--- config.mk ---
export PLATFORM = sky130hd
export DESIGN_NAME = ddr_cmd_guard
export DESIGN_NICKNAME = d
export VERILOG_FILES = /design/src/rtl/ddr_guard_pkg.sv /design/src/rtl/ddr_guard_cdown.sv /design/src/rtl/ddr_guard_bank.sv /design/src/rtl/ddr_guard_faw.sv /design/src/rtl/ddr_cmd_guard.sv
export SDC_FILE = /design/constraint.sdc
export NUM_CORES = 1
export LEC_CHECK = 0
export BUFFER_PORTS_ARGS = -buffer_cell sky130_fd_sc_hd__buf_2
export CAP_MARGIN = 30
export CORE_MARGIN = 4
export CORE_UTILIZATION = 35
export DETAILED_ROUTE_END_ITERATION = 16
export GPL_TIMING_DRIVEN = 0
export SYNTH_ARGS = -nofsm -noshare
export SYNTH_HDL_FRONTEND = slang
export SYNTH_HIERARCHICAL = 1
export SYNTH_SLANG_ARGS = --single-unit
--- constraint.sdc ---
create_clock -name clk_i -period 4.3 [get_ports clk_i]
set_clock_uncertainty 0.2 [all_clocks]
set_input_delay 0.645 -clock clk_i [delete_from_list [all_inputs] [get_ports clk_i]]
set_output_delay 0.645 -clock clk_i [all_outputs]
set_load 0.02 [all_outputs]
--- src/rtl/ddr_guard_pkg.sv ---
`timescale 1ns/1ps
package ddr_guard_pkg;

  typedef enum logic [2:0] {
    CMD_NOP  = 3'd0,
    CMD_ACT  = 3'd1,
    CMD_RD   = 3'd2,
    CMD_WR   = 3'd3,
    CMD_PRE  = 3'd4,
    CMD_PREA = 3'd5,
    CMD_REF  = 3'd6,
    CMD_MRS  = 3'd7
  } cmd_e;

  typedef enum logic [1:0] {
    BK_IDLE  = 2'd0,
    BK_OPEN  = 2'd1,
    BK_PRECH = 2'd2
  } bank_st_e;

  // Order is priority: lower code wins when several rules fail.
  typedef enum logic [2:0] {
    V_NONE  = 3'd0,
    V_MRD   = 3'd1,
    V_STATE = 3'd2,
    V_BURST = 3'd3,
    V_RCD   = 3'd4,
    V_WTR   = 3'd5,
    V_RRD   = 3'd6,
    V_FAW   = 3'd7
  } viol_e;

  function automatic int ceil_div(input int num, input int den);
    return (num + den - 1) / den;
  endfunction

  function automatic int max3(input int a, input int b, input int c);
    int m;
    m = (a > b) ? a : b;
    return (m > c) ? m : c;
  endfunction

endpackage

--- src/rtl/ddr_guard_cdown.sv ---
`timescale 1ns/1ps
module ddr_guard_cdown #(
  parameter int W = 4
) (
  input  logic         clk_i,
  input  logic         rst_ni,
  input  logic         tick_i,
  input  logic         load_i,
  input  logic [W-1:0] val_i,
  output logic         zero_o
);

  logic [W-1:0] cnt_q;

  always_ff @(posedge clk_i or negedge rst_ni) begin
    if (!rst_ni)            cnt_q <= '0;
    else if (tick_i) begin
      if (load_i)           cnt_q <= val_i;
      else if (cnt_q != '0) cnt_q <= cnt_q - 1'b1;
    end
  end

  assign zero_o = (cnt_q == '0);

endmodule

--- src/rtl/ddr_guard_bank.sv ---
`timescale 1ns/1ps
module ddr_guard_bank
  import ddr_guard_pkg::*;
#(
  parameter int CNT_W = 4,
  parameter int T_RCD = 3,
  parameter int T_RP  = 3,
  parameter int T_RPA = 4,
  parameter int T_AP  = 7
) (
  input  logic     clk_i,
  input  logic     rst_ni,
  input  logic     tick_i,
  input  logic     act_i,
  input  logic     col_i,
  input  logic     ap_i,
  input  logic     pre_i,
  input  logic     prea_i,
  output bank_st_e state_o,
  output logic     ready_o,
  output logic     open_o,
  output logic     rcd_ok_o
);

  bank_st_e         st_q;
  logic [CNT_W-1:0] cnt_q;

  // One counter serves row-to-column delay while open and recovery while precharging.
  always_ff @(posedge clk_i or negedge rst_ni) begin
    if (!rst_ni) begin
      st_q  <= BK_IDLE;
      cnt_q <= '0;
    end else if (tick_i) begin
      if (act_i) begin
        st_q  <= BK_OPEN;
        cnt_q <= CNT_W'(T_RCD - 1);
      end else if (col_i && ap_i) begin
        st_q  <= BK_PRECH;
        cnt_q <= CNT_W'(T_AP - 1);
      end else if ((pre_i || prea_i) && st_q == BK_OPEN) begin
        st_q  <= BK_PRECH;
        cnt_q <= pre_i ? CNT_W'(T_RP - 1) : CNT_W'(T_RPA - 1);
      end else if (cnt_q != '0) begin
        cnt_q <= cnt_q - 1'b1;
      end else if (st_q == BK_PRECH) begin
        st_q  <= BK_IDLE;
      end
    end
  end

  assign state_o  = (st_q == BK_PRECH && cnt_q == '0) ? BK_IDLE : st_q;
  assign ready_o  = (state_o == BK_IDLE);
  assign open_o   = (st_q == BK_OPEN);
  assign rcd_ok_o = (cnt_q == '0);

  AST_COL_NEEDS_OPEN: assert property (@(posedge clk_i) disable iff (!rst_ni)
    tick_i && col_i |-> st_q == BK_OPEN);
  AST_COL_AFTER_RCD: assert property (@(posedge clk_i) disable iff (!rst_ni)
    tick_i && col_i |-> cnt_q == '0);
  AST_ACT_ON_IDLE: assert property (@(posedge clk_i) disable iff (!rst_ni)
    tick_i && act_i |-> st_q != BK_OPEN && cnt_q == '0);
  AST_FROZEN_NO_TICK: assert property (@(posedge clk_i) disable iff (!rst_ni)
    !tick_i |=> $stable(cnt_q) && $stable(st_q));

endmodule

--- src/rtl/ddr_guard_faw.sv ---
`timescale 1ns/1ps
module ddr_guard_faw #(
  parameter int SLOTS = 4,
  parameter int WIN   = 9,
  parameter int W     = 4
) (
  input  logic clk_i,
  input  logic rst_ni,
  input  logic tick_i,
  input  logic act_i,
  output logic ok_o
);

  logic [W-1:0]     cnt_q [SLOTS];
  logic [SLOTS-1:0] free;
  logic [SLOTS-1:0] pick;
  logic             found;

  always_comb begin
    pick  = '0;
    found = 1'b0;
    for (int s = 0; s < SLOTS; s++) begin
      if (free[s] && !found) begin
        pick[s] = 1'b1;
        found   = 1'b1;
      end
    end
  end

  // Each busy slot holds one activate for the length of the window.
  for (genvar s = 0; s < SLOTS; s++) begin : g_slot
    assign free[s] = (cnt_q[s] == '0);
    always_ff @(posedge clk_i or negedge rst_ni) begin
      if (!rst_ni)                cnt_q[s] <= '0;
      else if (tick_i) begin
        if (act_i && pick[s])     cnt_q[s] <= W'(WIN - 1);
        else if (cnt_q[s] != '0)  cnt_q[s] <= cnt_q[s] - 1'b1;
      end
    end
  end

  assign ok_o = |free;

  AST_FAW_SLOT_FREE: assert property (@(posedge clk_i) disable iff (!rst_ni)
    tick_i && act_i |-> |free);

endmodule

--- src/rtl/ddr_cmd_guard.sv ---
`timescale 1ns/1ps
module ddr_cmd_guard
  import ddr_guard_pkg::*;
#(
  parameter int NUM_BANKS = 4,
  parameter int CLK_PS    = 5000,
  parameter int T_RCD_PS  = 12500,
  parameter int T_RRD_PS  = 7500,
  parameter int T_FAW_PS  = 45000,
  parameter int T_RP_PS   = 12500,
  parameter int T_RPA_PS  = 17500,
  parameter int T_WTR_PS  = 7500,
  parameter int T_MRD_CK  = 2,
  parameter int BURST_LEN = 8,
  parameter int FAW_ACTS  = 4,
  localparam int BANK_W   = $clog2(NUM_BANKS)
) (
  input  logic                   clk_i,
  input  logic                   rst_ni,
  input  logic                   tick_i,
  input  logic [2:0]             cmd_i,
  input  logic [BANK_W-1:0]      bank_i,
  input  logic                   ap_i,
  output logic                   legal_o,
  output logic [2:0]             viol_o,
  output logic [2*NUM_BANKS-1:0] bank_state_o
);

  localparam int RCD_C    = ceil_div(T_RCD_PS, CLK_PS);
  localparam int RRD_C    = ceil_div(T_RRD_PS, CLK_PS);
  localparam int FAW_C    = ceil_div(T_FAW_PS, CLK_PS);
  localparam int RP_C     = ceil_div(T_RP_PS, CLK_PS);
  localparam int RPA_C    = ceil_div(T_RPA_PS, CLK_PS);
  localparam int WTR_C    = ceil_div(T_WTR_PS, CLK_PS);
  localparam int BL_CYC   = BURST_LEN / 2;
  localparam int AP_C     = BL_CYC + RP_C;
  localparam int AGE_MAX  = BL_CYC + WTR_C;
  localparam int AGE_W    = $clog2(AGE_MAX + 1);
  localparam int BK_W     = $clog2(max3(RCD_C, RPA_C, AP_C) + 1);
  localparam int FAW_W    = $clog2(FAW_C + 1);
  localparam int TM_W     = $clog2(max3(RRD_C, T_MRD_CK, 1) + 1);
  localparam logic [AGE_W-1:0] AGE_TOP = AGE_W'(AGE_MAX);
  localparam logic [AGE_W-1:0] AGE_BL  = AGE_W'(BL_CYC);

  cmd_e  cmd;
  viol_e code;
  logic  go, is_col, state_bad, burst_bad, in_burst;
  logic  rrd_ok, mrd_ok, faw_ok;

  logic [NUM_BANKS-1:0] bk_ready, bk_open, bk_rcd_ok;
  logic [NUM_BANKS-1:0] bk_act, bk_col, bk_pre;
  bank_st_e             bk_state [NUM_BANKS];

  logic [AGE_W-1:0]  col_age_q;
  logic              col_wr_q;
  logic [BANK_W-1:0] col_bank_q;

  assign cmd      = cmd_e'(cmd_i);
  assign is_col   = (cmd == CMD_RD) || (cmd == CMD_WR);
  assign in_burst = (col_age_q < AGE_BL);

  always_comb begin
    unique case (cmd)
      CMD_ACT:          state_bad = !bk_ready[bank_i];
      CMD_RD, CMD_WR:   state_bad = !bk_open[bank_i];
      CMD_REF, CMD_MRS: state_bad = !(&bk_ready);
      default:          state_bad = 1'b0;
    endcase
  end

  // 4n prefetch: same-direction interruption only on even burst offsets (two clocks).
  always_comb begin
    burst_bad = 1'b0;
    if (in_burst) begin
      unique case (cmd)
        CMD_RD:   burst_bad = col_wr_q || col_age_q[0];
        CMD_WR:   burst_bad = !col_wr_q || col_age_q[0];
        CMD_PRE:  burst_bad = (bank_i == col_bank_q);
        CMD_PREA: burst_bad = 1'b1;
        default:  burst_bad = 1'b0;
      endcase
    end
  end

  always_comb begin
    code = V_NONE;
    if (cmd != CMD_NOP) begin
      if (!mrd_ok)                                           code = V_MRD;
      else if (state_bad)                                    code = V_STATE;
      else if (burst_bad)                                    code = V_BURST;
      else if (is_col && !bk_rcd_ok[bank_i])                 code = V_RCD;
      else if (cmd == CMD_RD && col_wr_q && col_age_q < AGE_TOP) code = V_WTR;
      else if (cmd == CMD_ACT && !rrd_ok)                    code = V_RRD;
      else if (cmd == CMD_ACT && !faw_ok)                    code = V_FAW;
    end
  end

  assign go      = tick_i && (code == V_NONE);
  assign legal_o = go;
  assign viol_o  = tick_i ? 3'(code) : 3'd0;

  for (genvar b = 0; b < NUM_BANKS; b++) begin : g_bank
    assign bk_act[b] = go && (cmd == CMD_ACT) && (bank_i == BANK_W'(b));
    assign bk_col[b] = go && is_col && (bank_i == BANK_W'(b));
    assign bk_pre[b] = go && (cmd == CMD_PRE) && (bank_i == BANK_W'(b));

    ddr_guard_bank #(
      .CNT_W (BK_W),
      .T_RCD (RCD_C),
      .T_RP  (RP_C),
      .T_RPA (RPA_C),
      .T_AP  (AP_C)
    ) u_bank (
      .clk_i    (clk_i),
      .rst_ni   (rst_ni),
      .tick_i   (tick_i),
      .act_i    (bk_act[b]),
      .col_i    (bk_col[b]),
      .ap_i     (ap_i),
      .pre_i    (bk_pre[b]),
      .prea_i   (go && cmd == CMD_PREA),
      .state_o  (bk_state[b]),
      .ready_o  (bk_ready[b]),
      .open_o   (bk_open[b]),
      .rcd_ok_o (bk_rcd_ok[b])
    );

    assign bank_state_o[2*b +: 2] = bk_state[b];
  end

  ddr_guard_cdown #(.W(TM_W)) u_rrd (
    .clk_i  (clk_i),
    .rst_ni (rst_ni),
    .tick_i (tick_i),
    .load_i (go && cmd == CMD_ACT),
    .val_i  (TM_W'(RRD_C - 1)),
    .zero_o (rrd_ok)
  );

  ddr_guard_cdown #(.W(TM_W)) u_mrd (
    .clk_i  (clk_i),
    .rst_ni (rst_ni),
    .tick_i (tick_i),
    .load_i (go && cmd == CMD_MRS),
    .val_i  (TM_W'(T_MRD_CK - 1)),
    .zero_o (mrd_ok)
  );

  ddr_guard_faw #(
    .SLOTS (FAW_ACTS),
    .WIN   (FAW_C),
    .W     (FAW_W)
  ) u_faw (
    .clk_i  (clk_i),
    .rst_ni (rst_ni),
    .tick_i (tick_i),
    .act_i  (go && cmd == CMD_ACT),
    .ok_o   (faw_ok)
  );

  // Age of the last accepted column command, saturating past the write-to-read limit.
  always_ff @(posedge clk_i or negedge rst_ni) begin
    if (!rst_ni) begin
      col_age_q  <= AGE_TOP;
      col_wr_q   <= 1'b0;
      col_bank_q <= '0;
    end else if (tick_i) begin
      if (go && is_col) begin
        col_age_q  <= AGE_W'(1);
        col_wr_q   <= (cmd == CMD_WR);
        col_bank_q <= bank_i;
      end else if (col_age_q != AGE_TOP) begin
        col_age_q  <= col_age_q + 1'b1;
      end
    end
  end

  AST_COL_ON_OPEN_BANK: assert property (@(posedge clk_i) disable iff (!rst_ni)
    legal_o && is_col |-> bank_state_o[2*bank_i +: 2] == 2'(BK_OPEN));
  AST_BURST_ALIGNED: assert property (@(posedge clk_i) disable iff (!rst_ni)
    legal_o && is_col && in_burst |-> !col_age_q[0]);
  AST_MRD_SETTLE: assert property (@(posedge clk_i) disable iff (!rst_ni)
    legal_o && cmd == CMD_MRS |=> (T_MRD_CK == 1) || !legal_o || cmd == CMD_NOP);
  AST_REF_MRS_ALL_IDLE: assert property (@(posedge clk_i) disable iff (!rst_ni)
    legal_o && (cmd == CMD_REF || cmd == CMD_MRS) |-> bank_state_o == '0);
  AST_NO_VERDICT_UNTICKED: assert property (@(posedge clk_i) disable iff (!rst_ni)
    !tick_i |-> !legal_o && viol_o == 3'd0);

endmodule

==> impl_metrics.csv <==
group,metric,value,unit
run_status,status,"finished clean",
detailed_routing,drtIter0Drc,162,
detailed_routing,drcViolationCount,0,
min_path,hold_class,"input port to asynchronous set/reset pin",
setup_path,critPathArrivalTime,3.93,ns
floorplanning,initial_utilization,36.0,%
cts,cts_buffers,5,
logic_synthesis,syn_inst,410,
power,power_density,609,nW/um^2
global_route,grt_antenna_before_repair,0,
cts,clk_pin_slew,0.09,ns
logic_synthesis,ys_seq_area_share,32.6,%
cts,root_buffer,"clkbuf_8",
cells_and_area,fillCellCount,1035,
detailed_routing,viasPerCell,5.36,
detailed_routing,drtAntennaViolNets,0,
global_route,grt_pass1_vias,2918,
cts,cts_tree,"done",
place,gp_congestion,0.829,
timing,final-max-slew-violation-count,0,
floorplanning,coreArea,9820,um^2
power,leakage,1.74,nW
logic_synthesis,syn_avg_cell_area,8.63,um^2
place,io_buffers,20,
cts,post_cts_buffers,0,
run,maxCapViolCount,0,
cts,htreeDepth,2,
detailed_routing,wl,7950,um
logic_synthesis,synth_edf_count,0,
setup_path,path_class,"register to register",
setup_path,worst-path-max-fanout,10,
floorplanning,rows,36,
global_route,grt_util_all_layers,14.3,%
timing,post-route-period-util,91.7,%
timing,fmax,254,MHz
cts,cts_max_path_buffers,2,
timing,setup_violations,0,
floorplanning,die_h,109,um
logic_synthesis,synth-seq-cells,46,
timing,rsz0062_at_grt,"false",
cts,cts_sinks,46,
logic_synthesis,ys_types,68,
global_route,grt_first_pass_wirelength,13800,um
logic_synthesis,synth_flop_cell,"dfrtp_1",
timing,layout_min_cycle_time,3.94,ns
cells_and_area,diodes,0,
floorplanning,io_pins,21,
cells_and_area,layout.nets,466,
timing,hold_viol,0,
setup_path,cp.required,4.29,ns
detailed_routing,wl_per_cell,13.9,um
detailed_routing,drtPass1Iterations,4,
floorplanning,die_width,109,um
setup_path,critPathLaunchType,"register",
setup_path,cp-end-kind,"register",
global_route,grt_overflow,0,
timing,slew_headroom,49.0,%
timing,worst_slew_pin_slew,0.758,ns
logic_synthesis,syn_area,3540,um^2
timing,whs,0.106,ns
place,dp_hpwl,5980,um
power,power,2.38,mW
logic_synthesis,ys_async_sr_fraction,100,%
detailed_routing,vias,3072,
cells_and_area,areaGrowthSynthToFinish,10.5,%
logic_synthesis,ys_warn_count,6,
cts,clk_latency,0.31,ns
setup_path,worst_r2r_path_depth,15,
global_route,grt_max_degree,45,
timing,setup_tns,0,ns
power,ir_drop,0.000169,V
cells_and_area,drive_above_1_share,15.5,%
floorplanning,fp.dieArea,11800,um^2
[cells in the final DEF (no fill, tap or decap), drive strengths merged, types with 6 or more instances in the layout]
cell	instances
o31ai	7
buf	29
dfrtp	44
a22o	6
o21ai	18
nand3	12
o21a	8
o2bb2ai	12
nor3	15
nand2b	22
nand2	35
mux2i	7
ha	17
inv	46
nor2	32
nor4	8
o211ai	6
clkbuf	11
a21oi	21
[metrics by stage]
step | utilization (%) | instance area, um^2 | cells | setup slack [ns]
6_report | 39.8 | 3910 | 573 | 0.359
5_1_grt | 39.8 | 3910 | 573 | 0.0813
4_1_cts | 39.8 | 3910 | 573 | 0.212
3_5_place_dp | 39.0 | 3830 | 566 | 0.0897
3_3_place_gp | 38.8 | 3810 | 565 | 0.143
2_1_floorplan | - | 3550 | 412 | 0.815
[state kept, by name (all words and copies together), names as in the netlist]
| signal | flops |
|---|---|
| col_age_q | 3 |
| col_bank_q | 2 |
| col_wr_q | 1 |
| g_bank.u_bank/cnt_q | 12 |
| g_bank.u_bank/st_q | 8 |
| u_faw/cnt_q | 16 |
| u_mrd/cnt_q | 2 |
| u_rrd/cnt_q | 2 |
[layer usage]
| metal | vias to the layer above | GRT usage (%) | share of wire, % |
|---|---|---|---|
| met4 | 0 | 3.34 | 1.1 |
| met5 | - | 0 | 0 |
| met3 | 5 | 2.33 | 3.1 |
| met2 | 41 | 22.6 | 45 |
| li1 | 1553 | - | - |
| met1 | 1473 | 20.5 | 51 |
[cell type report]
type | instances | area, um^2 | area share [%]
Multi-Input combinational cell | 308 | 2160 | 55.1
Sequential cell | 46 | 1150 | 29.5
Inverter | 46 | 173 | 4.41
Tap cell | 133 | 166 | 4.25
Timing Repair Buffer | 21 | 120 | 3.07
Clock buffer | 7 | 76.3 | 1.95
Buffer | 12 | 66.3 | 1.69
[Yosys cell counts, drive strengths merged (5+ instances only)]
| cell | number | area (um^2) |
|---|---|---|
| dfrtp | 44 | 1100 |
| nor2 | 32 | 120 |
| o2bb2ai | 12 | 105 |
| buf | 8 | 51.3 |
| o21a | 8 | 60.1 |
| nand3 | 12 | 65.1 |
| nor3 | 15 | 75.1 |
| nor2b | 5 | 31.3 |
| mux2i | 7 | 70.1 |
| a21oi | 21 | 105 |
| inv | 46 | 173 |
| o31ai | 7 | 52.6 |
| nor3b | 5 | 42.5 |
| ha | 17 | 213 |
| o21ai | 18 | 113 |
| nand2b | 22 | 158 |
| a32oi | 5 | 43.8 |
| a22o | 6 | 52.6 |
| nor4 | 8 | 71.3 |
| nand2 | 35 | 131 |
| a31oi | 5 | 31.3 |
| o211ai | 6 | 55.1 |
[worst max-delay path, cell delays in order, from the launching register on]
cell and delay, ns:
dfrtp_1 0.35, inv_1 0.07, ha_1 0.22, nand2b_2 0.12
o21a_1 0.17, nor2_1 0.09, mux4_1 0.53, o211ai_2 0.32
o2bb2ai_1 0.26, o21ai_2 0.17, buf_6 0.19, nor4_1 0.58
a21oi_1 0.15, o21ai_2 0.14, nand2_1 0.07, a22o_1 0.20
[path summary, 6_finish.rpt]
kind	from	end	slack (ns)
setup / recovery	g_bank[0].u_bank/cnt_q[0]	g_bank[0].u_bank/st_q[0]	0.36
hold / removal	rst_ni	u_faw/cnt_q[10]	0.11
setup reg to reg	g_bank[0].u_bank/cnt_q[0]	g_bank[0].u_bank/st_q[0]	0.36
hold reg to reg	g_bank[2].u_bank/cnt_q[0]	g_bank[2].u_bank/cnt_q[0]	0.29
max in group asynchronous	rst_ni	u_faw/cnt_q[2]	3.27
min in group clk_i	g_bank[2].u_bank/cnt_q[0]	g_bank[2].u_bank/cnt_q[0]	0.29
[power by group]
part / internal (mW) / switching (mW) / leakage (nW) / total [mW]
Sequential: 0.646 / 0.191 / 0.542 / 0.837
Combinational: 0.585 / 0.694 / 1.16 / 1.28
Clock: 0.113 / 0.153 / 0.0383 / 0.266
[cells by family (layout without fill, tap and decap cells)]
kind of cell / count (synthesis) / count (layout) / synth area share, %
and+or+nand+nor: 158 / 158 / 25.0
AOI/OAI and AO/OA: 115 / 115 / 24.8
xor gates and xnor gates: 2 / 2 / 0.495
adders and majority gates: 17 / 17 / 6.01
DFF: 46 / 46 / 32.6
muxes: 12 / 12 / 4.10
other: 2 / 4 / 0.212
buffers and inverters: 58 / 86 / 6.75
[repair_timing]
action	in CTS	in global routing
hold buffers	0	0
setup endpoints to repair	0	4
gates resized for setup	0	1
Note: power is estimated with default switching activity, not from simulation.
